### src/rtl/adc_avg_pkg.sv
package adc_avg_pkg;

  typedef enum logic [1:0] {FR_IDLE, FR_QUIET, FR_FRAME} fr_state_e;

  // Accumulator width needed for n results of db bits each.
  function automatic int unsigned acc_width(int unsigned n, int unsigned db);
    return $clog2(n * ((1 << db) - 1) + 1);
  endfunction

  // Shift paired with the reciprocal: accumulator width plus ceil(log2 n).
  function automatic int unsigned recip_shift(int unsigned n, int unsigned accw);
    return accw + $clog2(n);
  endfunction

  // ceil(2^shift / n): exact floor division for every sum below 2^accw.
  function automatic longint unsigned recip_mult(int unsigned n, int unsigned accw);
    longint unsigned p;
    p = 64'd1 << recip_shift(n, accw);
    return (p + 64'(n) - 64'd1) / 64'(n);
  endfunction

endpackage

### src/rtl/adc_frame_gen.sv
module adc_frame_gen
  import adc_avg_pkg::*;
#(
  parameter int HALF_CLKS  = 4,
  parameter int FRAME_BITS = 16,
  parameter int QUIET_CLKS = 6
) (
  input  logic clk,
  input  logic rst_n,
  input  logic sync_i,
  input  logic more_i,
  output logic cs_n_o,
  output logic sclk_o,
  output logic fall_o,
  output logic end_o
);
  localparam int HW   = (HALF_CLKS > 1) ? $clog2(HALF_CLKS) : 1;
  localparam int EW   = $clog2(2 * FRAME_BITS);
  localparam int QW   = (QUIET_CLKS > 1) ? $clog2(QUIET_CLKS) : 1;
  localparam int GW   = $clog2(QUIET_CLKS + 1) + 1;
  localparam int LAST = 2 * FRAME_BITS - 1;

  fr_state_e      state_q;
  logic [HW-1:0]  hcnt_q;
  logic [EW-1:0]  ecnt_q;
  logic [QW-1:0]  qcnt_q;
  logic           sclk_q;
  logic           tick;

  assign tick   = (state_q == FR_FRAME) && (hcnt_q == HW'(HALF_CLKS - 1));
  assign fall_o = tick && !ecnt_q[0];
  assign end_o  = tick && (ecnt_q == EW'(LAST));
  assign cs_n_o = (state_q != FR_FRAME);
  assign sclk_o = sclk_q;

  always_ff @(posedge clk or negedge rst_n) begin
    if (!rst_n) begin
      state_q <= FR_IDLE;
      hcnt_q  <= '0;
      ecnt_q  <= '0;
      qcnt_q  <= '0;
      sclk_q  <= 1'b1;
    end else if (sync_i) begin
      state_q <= FR_QUIET;
      hcnt_q  <= '0;
      ecnt_q  <= '0;
      qcnt_q  <= '0;
      sclk_q  <= 1'b1;
    end else begin
      case (state_q)
        FR_QUIET: begin
          if (qcnt_q == QW'(QUIET_CLKS - 1)) begin
            state_q <= FR_FRAME;
            hcnt_q  <= '0;
            ecnt_q  <= '0;
          end else begin
            qcnt_q <= qcnt_q + 1'b1;
          end
        end
        FR_FRAME: begin
          if (tick) begin
            hcnt_q <= '0;
            sclk_q <= ~sclk_q;
            if (end_o) begin
              state_q <= more_i ? FR_QUIET : FR_IDLE;
              qcnt_q  <= '0;
            end else begin
              ecnt_q <= ecnt_q + 1'b1;
            end
          end else begin
            hcnt_q <= hcnt_q + 1'b1;
          end
        end
        default: ;
      endcase
    end
  end

  // Checker counter: consecutive high cycles of chip select before it falls.
  logic [GW-1:0] hi_cnt_q;
  always_ff @(posedge clk or negedge rst_n) begin
    if (!rst_n)                          hi_cnt_q <= '0;
    else if (!cs_n_o)                    hi_cnt_q <= '0;
    else if (hi_cnt_q != GW'(QUIET_CLKS)) hi_cnt_q <= hi_cnt_q + 1'b1;
  end

  AST_QUIET_GAP: assert property (@(posedge clk) disable iff (!rst_n)
    $fell(cs_n_o) |-> (hi_cnt_q == GW'(QUIET_CLKS)));
  AST_SCLK_IDLE_HIGH: assert property (@(posedge clk) disable iff (!rst_n)
    cs_n_o |-> sclk_o);

endmodule

### src/rtl/adc_shift_rx.sv
module adc_shift_rx #(
  parameter int DATA_BITS = 12
) (
  input  logic                 clk,
  input  logic                 rst_n,
  input  logic                 shift_i,
  input  logic                 sdi_i,
  output logic [DATA_BITS-1:0] sample_o
);
  // Only DATA_BITS are kept: the leading bits fall out of the top.
  logic [DATA_BITS-1:0] sh_q;

  always_ff @(posedge clk or negedge rst_n) begin
    if (!rst_n)       sh_q <= '0;
    else if (shift_i) sh_q <= {sh_q[DATA_BITS-2:0], sdi_i};
  end

  assign sample_o = sh_q;

endmodule

### src/rtl/adc_accum.sv
module adc_accum #(
  parameter int NUM_SAMPLES = 100,
  parameter int DATA_BITS   = 12,
  parameter int ACC_W       = 19
) (
  input  logic                 clk,
  input  logic                 rst_n,
  input  logic                 sync_i,
  input  logic                 add_i,
  input  logic [DATA_BITS-1:0] sample_i,
  output logic [ACC_W-1:0]     acc_o,
  output logic                 more_o,
  output logic                 done_o
);
  localparam int CW = $clog2(NUM_SAMPLES + 1);

  logic [ACC_W-1:0] acc_q;
  logic [CW-1:0]    cnt_q;
  logic             done_q;
  logic [ACC_W:0]   sum_ext;

  assign sum_ext = {1'b0, acc_q} + (ACC_W + 1)'(sample_i);
  assign more_o  = (cnt_q != CW'(NUM_SAMPLES - 1));
  assign acc_o   = acc_q;
  assign done_o  = done_q;

  always_ff @(posedge clk or negedge rst_n) begin
    if (!rst_n) begin
      acc_q  <= '0;
      cnt_q  <= '0;
      done_q <= 1'b0;
    end else if (sync_i) begin
      acc_q  <= '0;
      cnt_q  <= '0;
      done_q <= 1'b0;
    end else if (add_i) begin
      acc_q  <= sum_ext[ACC_W-1:0];
      cnt_q  <= cnt_q + 1'b1;
      done_q <= !more_o;
    end else begin
      done_q <= 1'b0;
    end
  end

  AST_NO_OVERFLOW: assert property (@(posedge clk) disable iff (!rst_n)
    (add_i && !sync_i) |-> !sum_ext[ACC_W]);
  AST_COUNT_BOUND: assert property (@(posedge clk) disable iff (!rst_n)
    cnt_q <= CW'(NUM_SAMPLES));

endmodule

### src/rtl/adc_mean_div.sv
module adc_mean_div
  import adc_avg_pkg::*;
#(
  parameter int NUM_SAMPLES = 100,
  parameter int DATA_BITS   = 12,
  parameter int ACC_W       = 19
) (
  input  logic                 clk,
  input  logic                 rst_n,
  input  logic                 load_i,
  input  logic [ACC_W-1:0]     sum_i,
  output logic [DATA_BITS-1:0] mean_o,
  output logic                 valid_o
);
  localparam int              SHIFT = recip_shift(NUM_SAMPLES, ACC_W);
  localparam int              RW    = ACC_W + 1;
  localparam int              PW    = ACC_W + RW;
  localparam longint unsigned RECIP = recip_mult(NUM_SAMPLES, ACC_W);

  logic [PW-1:0]        prod;
  logic [DATA_BITS-1:0] quot;

  assign prod = PW'(sum_i) * PW'(RW'(RECIP));
  assign quot = DATA_BITS'(prod >> SHIFT);

  always_ff @(posedge clk or negedge rst_n) begin
    if (!rst_n) begin
      mean_o  <= '0;
      valid_o <= 1'b0;
    end else begin
      valid_o <= load_i;
      if (load_i) mean_o <= quot;
    end
  end

  AST_MEAN_EXACT: assert property (@(posedge clk) disable iff (!rst_n)
    valid_o |-> ((64'(mean_o) * 64'(NUM_SAMPLES) <= 64'($past(sum_i))) &&
                 (64'($past(sum_i)) < (64'(mean_o) + 64'd1) * 64'(NUM_SAMPLES))));
  AST_VALID_PULSE: assert property (@(posedge clk) disable iff (!rst_n)
    valid_o |=> !valid_o);
  AST_MEAN_HOLD: assert property (@(posedge clk) disable iff (!rst_n)
    !valid_o |-> $stable(mean_o));

endmodule

### src/rtl/adc_burst_avg.sv
module adc_burst_avg
  import adc_avg_pkg::*;
#(
  parameter int HALF_CLKS   = 4,
  parameter int FRAME_BITS  = 16,
  parameter int DATA_BITS   = 12,
  parameter int QUIET_CLKS  = 6,
  parameter int NUM_SAMPLES = 100
) (
  input  logic                 clk,
  input  logic                 rst_n,
  input  logic                 sync_i,
  input  logic                 sdi_i,
  output logic                 cs_n_o,
  output logic                 sclk_o,
  output logic [DATA_BITS-1:0] mean_o,
  output logic                 valid_o
);
  localparam int ACC_W = acc_width(NUM_SAMPLES, DATA_BITS);

  // Internal events, named for the assertions.
  logic                 bit_fall;
  logic                 frame_end;
  logic                 more_frames;
  logic                 burst_done;
  logic [DATA_BITS-1:0] sample;
  logic [ACC_W-1:0]     acc_sum;

  adc_frame_gen #(
    .HALF_CLKS (HALF_CLKS),
    .FRAME_BITS(FRAME_BITS),
    .QUIET_CLKS(QUIET_CLKS)
  ) u_frame (
    .clk   (clk),
    .rst_n (rst_n),
    .sync_i(sync_i),
    .more_i(more_frames),
    .cs_n_o(cs_n_o),
    .sclk_o(sclk_o),
    .fall_o(bit_fall),
    .end_o (frame_end)
  );

  adc_shift_rx #(
    .DATA_BITS(DATA_BITS)
  ) u_rx (
    .clk     (clk),
    .rst_n   (rst_n),
    .shift_i (bit_fall),
    .sdi_i   (sdi_i),
    .sample_o(sample)
  );

  adc_accum #(
    .NUM_SAMPLES(NUM_SAMPLES),
    .DATA_BITS  (DATA_BITS),
    .ACC_W      (ACC_W)
  ) u_acc (
    .clk     (clk),
    .rst_n   (rst_n),
    .sync_i  (sync_i),
    .add_i   (frame_end),
    .sample_i(sample),
    .acc_o   (acc_sum),
    .more_o  (more_frames),
    .done_o  (burst_done)
  );

  adc_mean_div #(
    .NUM_SAMPLES(NUM_SAMPLES),
    .DATA_BITS  (DATA_BITS),
    .ACC_W      (ACC_W)
  ) u_div (
    .clk    (clk),
    .rst_n  (rst_n),
    .load_i (burst_done),
    .sum_i  (acc_sum),
    .mean_o (mean_o),
    .valid_o(valid_o)
  );

  AST_SYNC_ABORTS: assert property (@(posedge clk) disable iff (!rst_n)
    sync_i |=> cs_n_o);
  AST_IDLE_AFTER_BURST: assert property (@(posedge clk) disable iff (!rst_n)
    burst_done |-> (cs_n_o && sclk_o));
  AST_FRAME_END_RISE: assert property (@(posedge clk) disable iff (!rst_n)
    (frame_end && !sync_i) |=> (cs_n_o && sclk_o));

endmodule

### config.mk
export PLATFORM = sky130hd
export DESIGN_NAME = adc_burst_avg
export DESIGN_NICKNAME = d
export VERILOG_FILES = /design/src/rtl/adc_avg_pkg.sv /design/src/rtl/adc_frame_gen.sv /design/src/rtl/adc_shift_rx.sv /design/src/rtl/adc_accum.sv /design/src/rtl/adc_mean_div.sv /design/src/rtl/adc_burst_avg.sv
export SDC_FILE = /design/constraint.sdc
export NUM_CORES = 1
export LEC_CHECK = 0
export BUFFER_PORTS_ARGS = -buffer_cell sky130_fd_sc_hd__buf_2
export CAP_MARGIN = 20
export CORE_UTILIZATION = 59
export DETAILED_ROUTE_END_ITERATION = 12
export PLACE_DENSITY = 0.79
export SLEW_MARGIN = 15
export SYNTH_ARGS = -nofsm -noshare
export SYNTH_HDL_FRONTEND = slang
export SYNTH_SLANG_ARGS = --single-unit
### constraint.sdc
create_clock -name clk -period 5.3 [get_ports clk]
set_input_delay 0.53 -clock clk [delete_from_list [all_inputs] [get_ports clk]]
set_output_delay 0.53 -clock clk [all_outputs]
set_load 0.005 [all_outputs]
==> results of run 1 <==
[cell type report]
cell class | count | area, sq um
multi-input combinational | 674 | 7670
sequential | 65 | 1640
clock inverter | 6 | 91.3
timing repair buffer | 146 | 1090
inverter | 257 | 972
clock buffer | 10 | 239
antenna | 1 | 2.50
fill | 1026 | 3970
tap | 216 | 270
[layout by cell type, fill, tap and decap left out, types with 5 or more instances in the layout]
master,netlist,final
inv_1,256,240
ha_1,178,149
buf_4,0,118
fa_1,125,110
nand2_1,57,56
dfrtp_1,64,51
a21oi_1,56,45
nor2_1,35,33
ha_4,0,24
buf_2,2,18
inv_2,1,16
nand3_1,18,16
mux2_2,19,16
o21ai_0,30,16
xnor2_1,16,16
fa_2,0,15
dfrtp_2,0,13
o21ai_1,1,12
a21oi_2,2,11
buf_6,1,10
clkbuf_16,0,9
a21o_1,8,8
nor3_1,9,8
xor2_1,8,8
nand4_1,8,8
or3_1,7,6
and2_1,6,5
o31ai_1,5,5
nor2b_1,5,5
ha_2,0,5
[worst min path at each step]
stage,from,to,slack (ns)
after floorplan,rst_n,u_acc.acc_o[0],0.23
after global placement,u_div.mean_o[3],u_div.mean_o[3],0.46
final,rst_n,u_div.mean_o[10],0.37
after global routing,sdi_i,u_rx.sample_o[0],0.44
after detailed placement,u_div.mean_o[3],u_div.mean_o[3],0.47
after CTS,rst_n,u_div.mean_o[10],0.41
[stage by stage]
stage / utilization [%] / hold slack (ns) / setup WS (ns) / instances
after floorplan: - / 0.234 / -0.00144 / 1009
after global placement: 67.8 / 0.465 / -0.302 / 1332
after detailed placement: 67.8 / 0.472 / -0.469 / 1332
after CTS: 72.4 / 0.407 / -0.113 / 1361
after global routing: 75.1 / 0.436 / -0.407 / 1374
final: 75.1 / 0.368 / -0.292 / 1375
[report_power, final]
| group | internal [W] | switching [W] | leakage (nW) | total (W) |
|---|---|---|---|---|
| Sequential | 0.000533 | 0.0000274 | 0.865 | 0.000560 |
| Combinational | 0.0000607 | 0.0000608 | 5.35 | 0.000121 |
| Clock | 0.000426 | 0.000241 | 0.163 | 0.000667 |
[logic make-up after synthesis]
logic type | count (synthesis) | synth area share [%]
AOI/OAI and AO/OA | 150 | 10.1
xor gates and xnor gates | 24 | 2.18
adders and majority gates | 303 | 49.0
buffers and inverters | 270 | 10.6
DFF | 65 | 16.9
muxes | 19 | 2.22
and+or+nand+nor | 178 | 9.03
[routing by layer]
| layer | global-route usage, % | part of all wire (%) |
|---|---|---|
| met2 | 49.9 | 50 |
| met5 | 0 | 0 |
| met3 | 5.21 | 4.6 |
| met4 | 13.9 | 5.8 |
| met1 | 37.6 | 40 |
[sequential cells by signal, indices dropped and copies added (netlist names)]
| register | flops |
|---|---|
| u_acc.acc_o | 19 |
| u_frame.ecnt_q | 5 |
| u_frame.qcnt_q | 3 |
| u_acc.cnt_q | 7 |
| u_div.valid_o | 1 |
| u_rx.sample_o | 12 |
| u_frame.hcnt_q | 2 |
| u_div.mean_o | 12 |
| u_frame.state_q | 2 |
| u_frame.sclk_o | 1 |
| u_acc.done_o | 1 |
[timing repair]
item	4_1_cts	5_1_grt
buffers inserted	13	13
endpoints found under the hold margin	0	0
gates resized for setup	64	75
pin swaps	52	55
setup endpoints to repair	12	12
[critical path: stages (launching register included)]
cell      delay, ns
dfrtp_2        0.43
buf_4          0.15
buf_4          0.15
ha_1           0.31
inv_1          0.07
fa_1           0.47
fa_1           0.56
inv_1          0.06
fa_1           0.53
inv_1          0.06
fa_1           0.43
inv_1          0.08
ha_1           0.27
ha_4           0.29
a21oi_1        0.23
o21ai_1        0.16
a311oi_2       0.33
buf_4          0.19
o31ai_1        0.08
a311oi_2       0.27
xnor2_1        0.10
mux2_4         0.26
==> metrics.csv, run 1 <==
stage,metric,value,unit
sta,setup_tns,-2.28,ns
grt,antenna_found_initial,0,
min_path,worst_hold_path_type,input pin to asynchronous set/reset pin,
layout,areaGrowthSynthToFinish,24.0,%
clock_tree,cts_tree,yes,
layout,design_area,12000,sq um
sta,period_needed,5.59,ns
synthesis,synthTopCellsByArea,"fa_1 26%, ha_1 23%, dfrtp_1 17%",
place,io_buffers,18,
grt,grt_pass1_wl,37.9,mm
pwr,leakagePower,6.38,nW
routing,wire_per_inst,18.9,microns
routing,vias,7845,
sta,clock.fmax,0.179,GHz
sta,hold_violations,0,
outcome,outcome,finished with violations,
outcome,violations,setup timing,
worst_setup_path,critPathCapture,u_div.mean_o[11],
synthesis,synth_top_flop_cell,dfrtp_1,
pwr,power_density,113,nW/um^2
floorplanning,start_util,60.5,%
worst_setup_path,timing.rr.end,u_div.mean_o[11],
sta,setup_slack,-0.292,ns
floorplanning,ios,19,
worst_setup_path,worst-r2r-cell-count,21,
worst_setup_path,cp-start-kind,register,
sta,skew,0.00844,ns
floorplanning,die_x,130,microns
sta,tightestPinTransition,0.906,ns
clock_tree,path_clk_slew,0.06,ns
clock_tree,clock-root-buffer,clkbuf_16,
floorplanning,die_h,130,microns
synthesis,ys_warn_count,0,
worst_setup_path,cp-startpoint,u_acc.acc_o[17],
worst_setup_path,crit_type,register to register,
grt,grt_max_degree,66,
sta,relSlewSlack,39.3,%
clock_tree,cts_hold_buf,0,
pwr,power.total,0.00135,W
synthesis,seq_area_frac_synth,16.9,%
flow_run,maxCapViolCount,0,
synthesis,synthesis.nets,1316,
clock_tree,cts_buffer_depth,2,
sta,period_share,106,%
floorplanning,core_area,15900,sq um
worst_setup_path,crit_arrival,5.82,ns
layout,drive_gt1_share,27.0,%
clock_tree,clock_sinks,65,
floorplanning,die-area,16900,sq um
worst_setup_path,r2r_setup_slack,-0.29,ns
synthesis,ys_types,59,
sta,finalSetupViolCount,12,
sta,maxSlewViolCount,0,
synthesis,ys_top_cells_by_count,"256 x inv_1, 178 x ha_1, 125 x fa_1",
synthesis,avgSynthCellArea,9.57,sq um
synthesis,synthesis.area,9650,sq um
routing,drc,0,
worst_setup_path,endpoint_kind,register,
clock_tree,cts_buffers,9,
floorplanning,rows,46,
synthesis,synth_top_area_cell,fa_1,
synthesis,yosys.area.top_type_share,25.9,%
clock_tree,htreeDepth,3,
grt,grtUsageTotal,29.8,%
synthesis,async_reset_ff_share,100,%
pwr,vdd_drop_max,0.215,mV
grt,grt_pass1_vias,7845,
routing,first_pass_iters,6,
place,globalplace.congestion,1.01,
worst_setup_path,worstPathRequired,5.53,ns
routing,ant_nets,0,
synthesis,ys_seq_elements,65,
place,dp_hpwl,18.8,mm
routing,first_iter_violations,484,
grt,gr-total-overflow,0,
layout,nets,1460,
clock_tree,insertion_delay,0.35,ns
worst_setup_path,crit_fanout,6,
synthesis,synth_edf_count,0,
synthesis,synth_cells,1009,
place,dpl_cell_area,10800,sq um
routing,vias_per_cell,5.71,
worst_setup_path,reg2reg_from,u_acc.acc_o[17],
routing,wl,26.0,mm
synthesis,synth.most_common_cell,inv_1,
sta,rsz0062_at_grt,yes,
No activity file was read; power rests on OpenSTA's default activity.
==> run 2, diff against run 1 <==
--- a/config.mk
+++ b/config.mk
@@ -5,11 +5,12 @@
 export SDC_FILE = /design/constraint.sdc
 export NUM_CORES = 1
 export LEC_CHECK = 0
+export ABC_AREA = 1
 export BUFFER_PORTS_ARGS = -buffer_cell sky130_fd_sc_hd__buf_2
 export CAP_MARGIN = 20
-export CORE_UTILIZATION = 59
+export CORE_UTILIZATION = 60
 export DETAILED_ROUTE_END_ITERATION = 12
-export PLACE_DENSITY = 0.79
+export PLACE_DENSITY = 0.8
 export SLEW_MARGIN = 15
 export SYNTH_ARGS = -nofsm -noshare
 export SYNTH_HDL_FRONTEND = slang
==> run 2 against run 1 <==
  * The flow now finishes without violations
  * Clock power hardly changed
  * Non-clock buffer count is 86 lower
  * Largest cell class unchanged
  * Register-to-register slack better by 0.45 ns
==> metrics.csv, run 2 <==
stage,metric,value,unit
pwr,leakagePower,6.51,nW
grt,grtUsageTotal,28.3,%
sta,skew,0.00441,ns
worst_setup_path,timing.rr.end,u_div.mean_o[6],
synthesis,synth_top_area_cell,fa_1,
floorplanning,start_util,62.3,%
layout,fin_cells,1489,
place,globalplace.congestion,0.945,
synthesis,synthesis.area,10000,sq um
worst_setup_path,path_cells,"buf_4, ha_1, inv_2, fa_1, inv_1, ha_1, inv_1, fa_1, inv_1, fa_1, inv_1, fa_1, inv_1, ha_1, nand2_1, nor2_1, o21ai_0, nand3b_1, nand3_1, nand2_1, nand2_1, nand3_1, nand2_1",
layout,antennaDiodeCount,0,
routing,ant_nets,0,
layout,areaGrowthSynthToFinish,11.7,%
floorplanning,die-area,17300,sq um
clock_tree,cts_buffers,9,
pwr,power_density,111,nW/um^2
worst_setup_path,slowest_stage,fa_1,
routing,wl,23.9,mm
clock_tree,cts_tree,yes,
clock_tree,cts_buffer_depth,2,
min_path,worst_hold_path_type,input pin to asynchronous set/reset pin,
clock_tree,clock-root-buffer,clkbuf_16,
place,dp_hpwl,19.9,mm
worst_setup_path,crit_arrival,5.37,ns
worst_setup_path,critical_path.max_stage_delay,0.56,ns
sta,maxSlewViolCount,0,
routing,wire_per_inst,16.0,microns
synthesis,synth_edf_count,0,
grt,gr-total-overflow,0,
pwr,vdd_drop_max,0.143,mV
synthesis,synth.most_common_cell,inv_1,
sta,tightestPinTransition,0.878,ns
layout,design_area,11200,sq um
floorplanning,die_x,131,microns
worst_setup_path,endpoint_kind,register,
synthesis,synthTopCellsByArea,"fa_1 25%, ha_1 22%, dfrtp_1 16%",
place,place_inst,1464,
routing,drc,0,
clock_tree,clock_sinks,65,
sta,period_share,97.0,%
worst_setup_path,cpMostUsedCell,inv_1,
floorplanning,ios,19,
worst_setup_path,worst-r2r-cell-count,23,
grt,grt_pass1_wl,38.1,mm
layout,largest_reg_flops,19,
synthesis,seq_area_frac_synth,16.2,%
place,dpl_cell_area,10600,sq um
synthesis,ys_seq_elements,65,
worst_setup_path,cp-start-kind,register,
routing,first_pass_iters,5,
synthesis,async_reset_ff_share,100,%
synthesis,synth_top_flop_cell,dfrtp_1,
grt,grt_max_degree,66,
synthesis,yosys.area.top_type_share,24.9,%
worst_setup_path,r2r_setup_slack,0.16,ns
synthesis,avgSynthCellArea,8.34,sq um
clock_tree,cts_hold_buf,0,
routing,first_iter_violations,587,
synthesis,synth_cells,1204,
grt,grt_pass1_vias,7865,
layout,nets,1575,
outcome,outcome,finished clean,
worst_setup_path,reg2reg_from,u_acc.acc_o[9],
sta,rsz0062_at_grt,yes,
worst_setup_path,crit_type,register to register,
sta,relSlewSlack,41.5,%
floorplanning,core_area,16100,sq um
layout,drive_gt1_share,12.6,%
synthesis,ys_types,43,
layout,layout_common_cells,"313 x inv_1, 184 x nand2_1, 170 x ha_1, 120 x fa_1, 61 x nor2_1",
layout,n_fill_cell,1251,
sta,finalSetupViolCount,0,
worst_setup_path,worstPathRequired,5.53,ns
sta,hold_ws,0.364,ns
worst_setup_path,crit_fanout,8,
floorplanning,die_h,131,microns
sta,period_needed,5.14,ns
floorplanning,rows,46,
synthesis,ys_warn_count,0,
layout,final_common_cell,inv_1,
flow_run,maxCapViolCount,0,
routing,vias_per_cell,5.37,
synthesis,synthesis.nets,1511,
sta,clock.fmax,0.195,GHz
clock_tree,insertion_delay,0.35,ns
clock_tree,htreeDepth,3,
synthesis,ys_top_cells_by_count,"315 x inv_1, 195 x nand2_1, 178 x ha_1",
clock_tree,path_clk_slew,0.06,ns
grt,antenna_found_initial,0,
place,io_buffers,18,
routing,vias,7996,
sta,hold_violations,0,
[run 2: final cells by class]
cell class | count | area (sq um) | area share, %
clock buffer | 10 | 229 | 2.04
timing repair buffer | 60 | 405 | 3.61
multi-input combinational | 814 | 7390 | 65.9
tap | 216 | 270 | 2.41
inverter | 318 | 1190 | 10.6
clock inverter | 6 | 91.3 | 0.814
sequential | 65 | 1640 | 14.6
[run 2: critical path, delay by kind of cell, from the launching register on]
| kind | cells | cell delay, ns |
|---|---|---|
| AOI/OAI and AO/OA | 1 | 0.12 |
| adders and majority gates | 7 | 3.04 |
| buffers and inverters | 7 | 0.57 |
| DFF | 1 | 0.40 |
| and+or+nand+nor | 8 | 0.91 |
[run 2: per-stage QoR]
stage / setup slack [ns] / util (%) / TNS, ns / power (W)
6_report: 0.161 / 69.6 / 0 / 0.00125
5_1_grt: -0.112 / 69.6 / -0.413 / 0.00128
4_1_cts: 0.00382 / 67.9 / 0 / 0.00125
3_5_place_dp: -0.0976 / 65.9 / -0.168 / 0.000589
3_3_place_gp: -0.0964 / 65.9 / -0.108 / 0.000587
2_1_floorplan: 0.389 / - / 0 / 0.000565
[run 2: worst max path at each step]
stage	from	end	slack (ns)	depth (start not counted)
after detailed placement	u_acc.acc_o[13]	u_div.mean_o[6]	-0.1	18
after global routing	u_acc.acc_o[1]	u_div.mean_o[7]	-0.11	20
after CTS	u_acc.acc_o[12]	u_div.mean_o[6]	0.004	23
after floorplan	u_acc.acc_o[8]	u_div.mean_o[7]	0.39	20
after global placement	u_acc.acc_o[13]	u_div.mean_o[6]	-0.1	18
final	u_acc.acc_o[9]	u_div.mean_o[6]	0.16	23
[run 2: cells by family after synthesis]
family,synth area share [%]
AOI/OAI and AO/OA,7.63
xor gates and xnor gates,0.785
adders and majority gates,47.1
buffers and inverters,12.2
DFF,16.2
muxes,1.12
and+or+nand+nor,15.0
[run 2: repair_timing]
| action | 4_1_cts | 5_1_grt |
|---|---|---|
| endpoints found under the hold margin | 0 | 0 |
| buffers inserted | 0 | 9 |
| endpoints found under the setup margin | 6 | 12 |
| resized for setup | 4 | 62 |
| pin swaps | 0 | 12 |
[run 2: power by group]
group | leakage (nW) | switching [W] | internal [W] | total, W
Combinational | 5.48 | 0.0000409 | 0.0000178 | 0.0000587
Clock | 0.145 | 0.000251 | 0.000414 | 0.000665
Sequential | 0.883 | 0.0000136 | 0.000509 | 0.000523
[run 2: per-layer routing]
layer  vias to the layer above  track usage (%)  share of wire (%)
li1                       3869                -                  -
met1                      3852             37.8                 42
met2                       237             45.6                 48
met3                        38             6.87                7.5
met4                         0             8.33                2.3
met5                         -                0                  0
==> run 3, diff against run 2 <==
--- a/config.mk
+++ b/config.mk
@@ -10,7 +10,7 @@
 export CAP_MARGIN = 20
 export CORE_UTILIZATION = 60
 export DETAILED_ROUTE_END_ITERATION = 12
-export PLACE_DENSITY = 0.8
+export PLACE_DENSITY = 0.78
 export SLEW_MARGIN = 15
 export SYNTH_ARGS = -nofsm -noshare
 export SYNTH_HDL_FRONTEND = slang
==> run 3 against run 2 <==
  * Sequential power hardly changed
  * Utilization is 0.78 points higher
  * Worst setup slack worse by 0.037 ns
  * Die area stayed put
  * First-iteration DRC count is 8.3% higher
  * Clock power is 6.3% lower
  * Sequential share of layout area is 0.15 points lower
  * Power is 3.4% lower
  * Maximum frequency is 0.71% lower
  * Worst hold slack better by 0.010 ns
  * Non-clock buffer count is 1 lower
  * Clock skew is 0.0029 ns higher
  * Critical path type unchanged
  * Largest cell class unchanged
  * Highest routed layer unchanged
==> metrics.csv, run 3 (synthesized netlist as in run 2, its figures left out) <==
stage,metric,value,unit
layout,largest_reg_flops,19,
clock_tree,clock-root-buffer,clkbuf_16,
sta,relSlewSlack,38.6,%
layout,n_fill_cell,1294,
worst_setup_path,r2r_setup_slack,0.12,ns
routing,ant_nets,0,
grt,grt_pass1_vias,7838,
outcome,outcome,finished clean,
worst_setup_path,reg2reg_from,u_acc.acc_o[14],
sta,hold_violations,0,
place,dpl_cell_area,10600,sq um
pwr,p_int,0.000905,W
min_path,worst_hold_path_type,input pin to asynchronous set/reset pin,
flow_run,maxCapViolCount,0,
floorplanning,ios,19,
worst_setup_path,endpoint_kind,register,
clock_tree,clock_sinks,65,
pwr,leakagePower,6.57,nW
sta,tightestPinTransition,0.921,ns
floorplanning,start_util,62.3,%
place,io_buffers,18,
worst_setup_path,crit_arrival,5.41,ns
floorplanning,core_area,16100,sq um
clock_tree,cts_buffer_depth,2,
routing,wl,24.4,mm
layout,fin_util,70.4,%
routing,first_pass_iters,6,
layout,drive_gt1_share,13.8,%
pwr,power_density,106,nW/um^2
pwr,p_switching,0.000299,W
sta,finalSetupViolCount,0,
sta,period_share,97.6,%
place,dp_hpwl,20.1,mm
pwr,swShare,24.9,%
clock_tree,path_clk_slew,0.06,ns
routing,wire_per_inst,16.4,microns
floorplanning,die-area,17300,sq um
floorplanning,die_h,131,microns
worst_setup_path,cp-startpoint,u_acc.acc_o[14],
worst_setup_path,cp-start-kind,register,
grt,gr-total-overflow,0,
clock_tree,insertion_delay,0.35,ns
layout,layout_common_cells,"313 x inv_1, 180 x nand2_1, 167 x ha_1, 120 x fa_1, 59 x nor2_1",
grt,grt_pass1_wl,39.1,mm
pwr,combPwrFrac,5.0,%
grt,grtUsageTotal,29.2,%
place,place_inst,1459,
layout,areaGrowthSynthToFinish,13.0,%
grt,grt.busiest_layer,met2,
grt,grt_max_degree,66,
layout,antennaDiodeCount,0,
routing,vias,8046,
place,globalplace.congestion,0.943,
clock_tree,cts_tree,yes,
sta,clock.fmax,0.193,GHz
grt,grtUsageMet3,3.67,%
worst_setup_path,crit_fanout,6,
worst_setup_path,crit_type,register to register,
place,pre_cts_slack,-0.197,ns
sta,period_needed,5.18,ns
routing,drc,0,
floorplanning,rows,46,
pwr,pwr-share-clk,51.7,%
pwr,vdd_drop_max,0.162,mV
sta,setup_slack,0.125,ns
worst_setup_path,worstPathRequired,5.53,ns
routing,first_iter_violations,636,
layout,fin_cells,1488,
clock_tree,cts_buffers,9,
grt,grt_util_met2,47.5,%
sta,skew,0.00730,ns
grt,antenna_found_initial,0,
pwr,power.sequential.fraction,43.3,%
floorplanning,die_x,131,microns
layout,final_common_cell,inv_1,
sta,maxSlewViolCount,0,
layout,nets,1574,
grt,grtUsageMet1,40.4,%
layout,design_area,11300,sq um
routing,vias_per_cell,5.41,
clock_tree,htreeDepth,3,
run 3: layout make-up:
type	instances	area, sq um	share of cell area [%]
Sequential cell	65	1640	14.4
Clock inverter	6	66.3	0.584
Timing Repair Buffer	59	414	3.65
Inverter	318	1190	10.5
Clock buffer	10	239	2.11
Multi-Input combinational cell	814	7520	66.3
Tap cell	216	270	2.38
run 3: per-stage QoR:
stage,hold slack [ns],power (W),setup TNS (ns)
after floorplan,0.234,0.000565,0
after global placement,0.458,0.000588,-0.151
after detailed placement,0.460,0.000590,-0.449
after CTS,0.407,0.00121,0
after global routing,0.420,0.00124,-0.0777
final,0.374,0.00120,0
run 3: path summary, 6_finish.rpt:
kind / cells after the start / endpoint
setup / recovery: 16 / u_div.mean_o[7]
min in group clk: 2 / u_rx.sample_o[0]
hold / removal: 2 / u_div.mean_o[10]
max in group asynchronous: 2 / u_acc.acc_o[6]
hold reg to reg: 2 / u_div.mean_o[2]
setup reg to reg: 16 / u_div.mean_o[7]
run 3: layer usage:
metal  vias up  part of all wire [%]
met4         0                   2.4
met5         -                     0
met2       198                    48
met1      3953                    45
li1       3865                     -
met3        30                   4.6
run 3: power groups by stage:
| stage | clock network (W) | registers, W | logic [W] |
|---|---|---|---|
| after global routing | 0.000648 | 0.000525 | 0.0000696 |
| final | 0.000623 | 0.000522 | 0.0000597 |
| after floorplan | 0 | 0.000528 | 0.0000375 |
| after detailed placement | 0 | 0.000530 | 0.0000595 |
| after CTS | 0.000630 | 0.000522 | 0.0000597 |
| after global placement | 0 | 0.000530 | 0.0000578 |
run 3: worst max-delay path: stages, from the launching register on:
cell and delay (ns):
dfrtp_2 0.47, fa_2 0.63, fa_1 0.46, fa_1 0.52
fa_1 0.52, fa_1 0.54, fa_1 0.52, ha_1 0.35
nand2_1 0.12, nor2_1 0.16, nand2_1 0.14, nor4_2 0.23
nand2_1 0.15, nand2_1 0.09, nand2_1 0.05, nand3_1 0.06
nand2_1 0.05
run 3: repair_timing:
item	4_1_cts	5_1_grt
buffers inserted	3	10
pin swaps	0	24
hold buffers	0	0
gates resized for setup	5	85
endpoints found under the setup margin	7	12
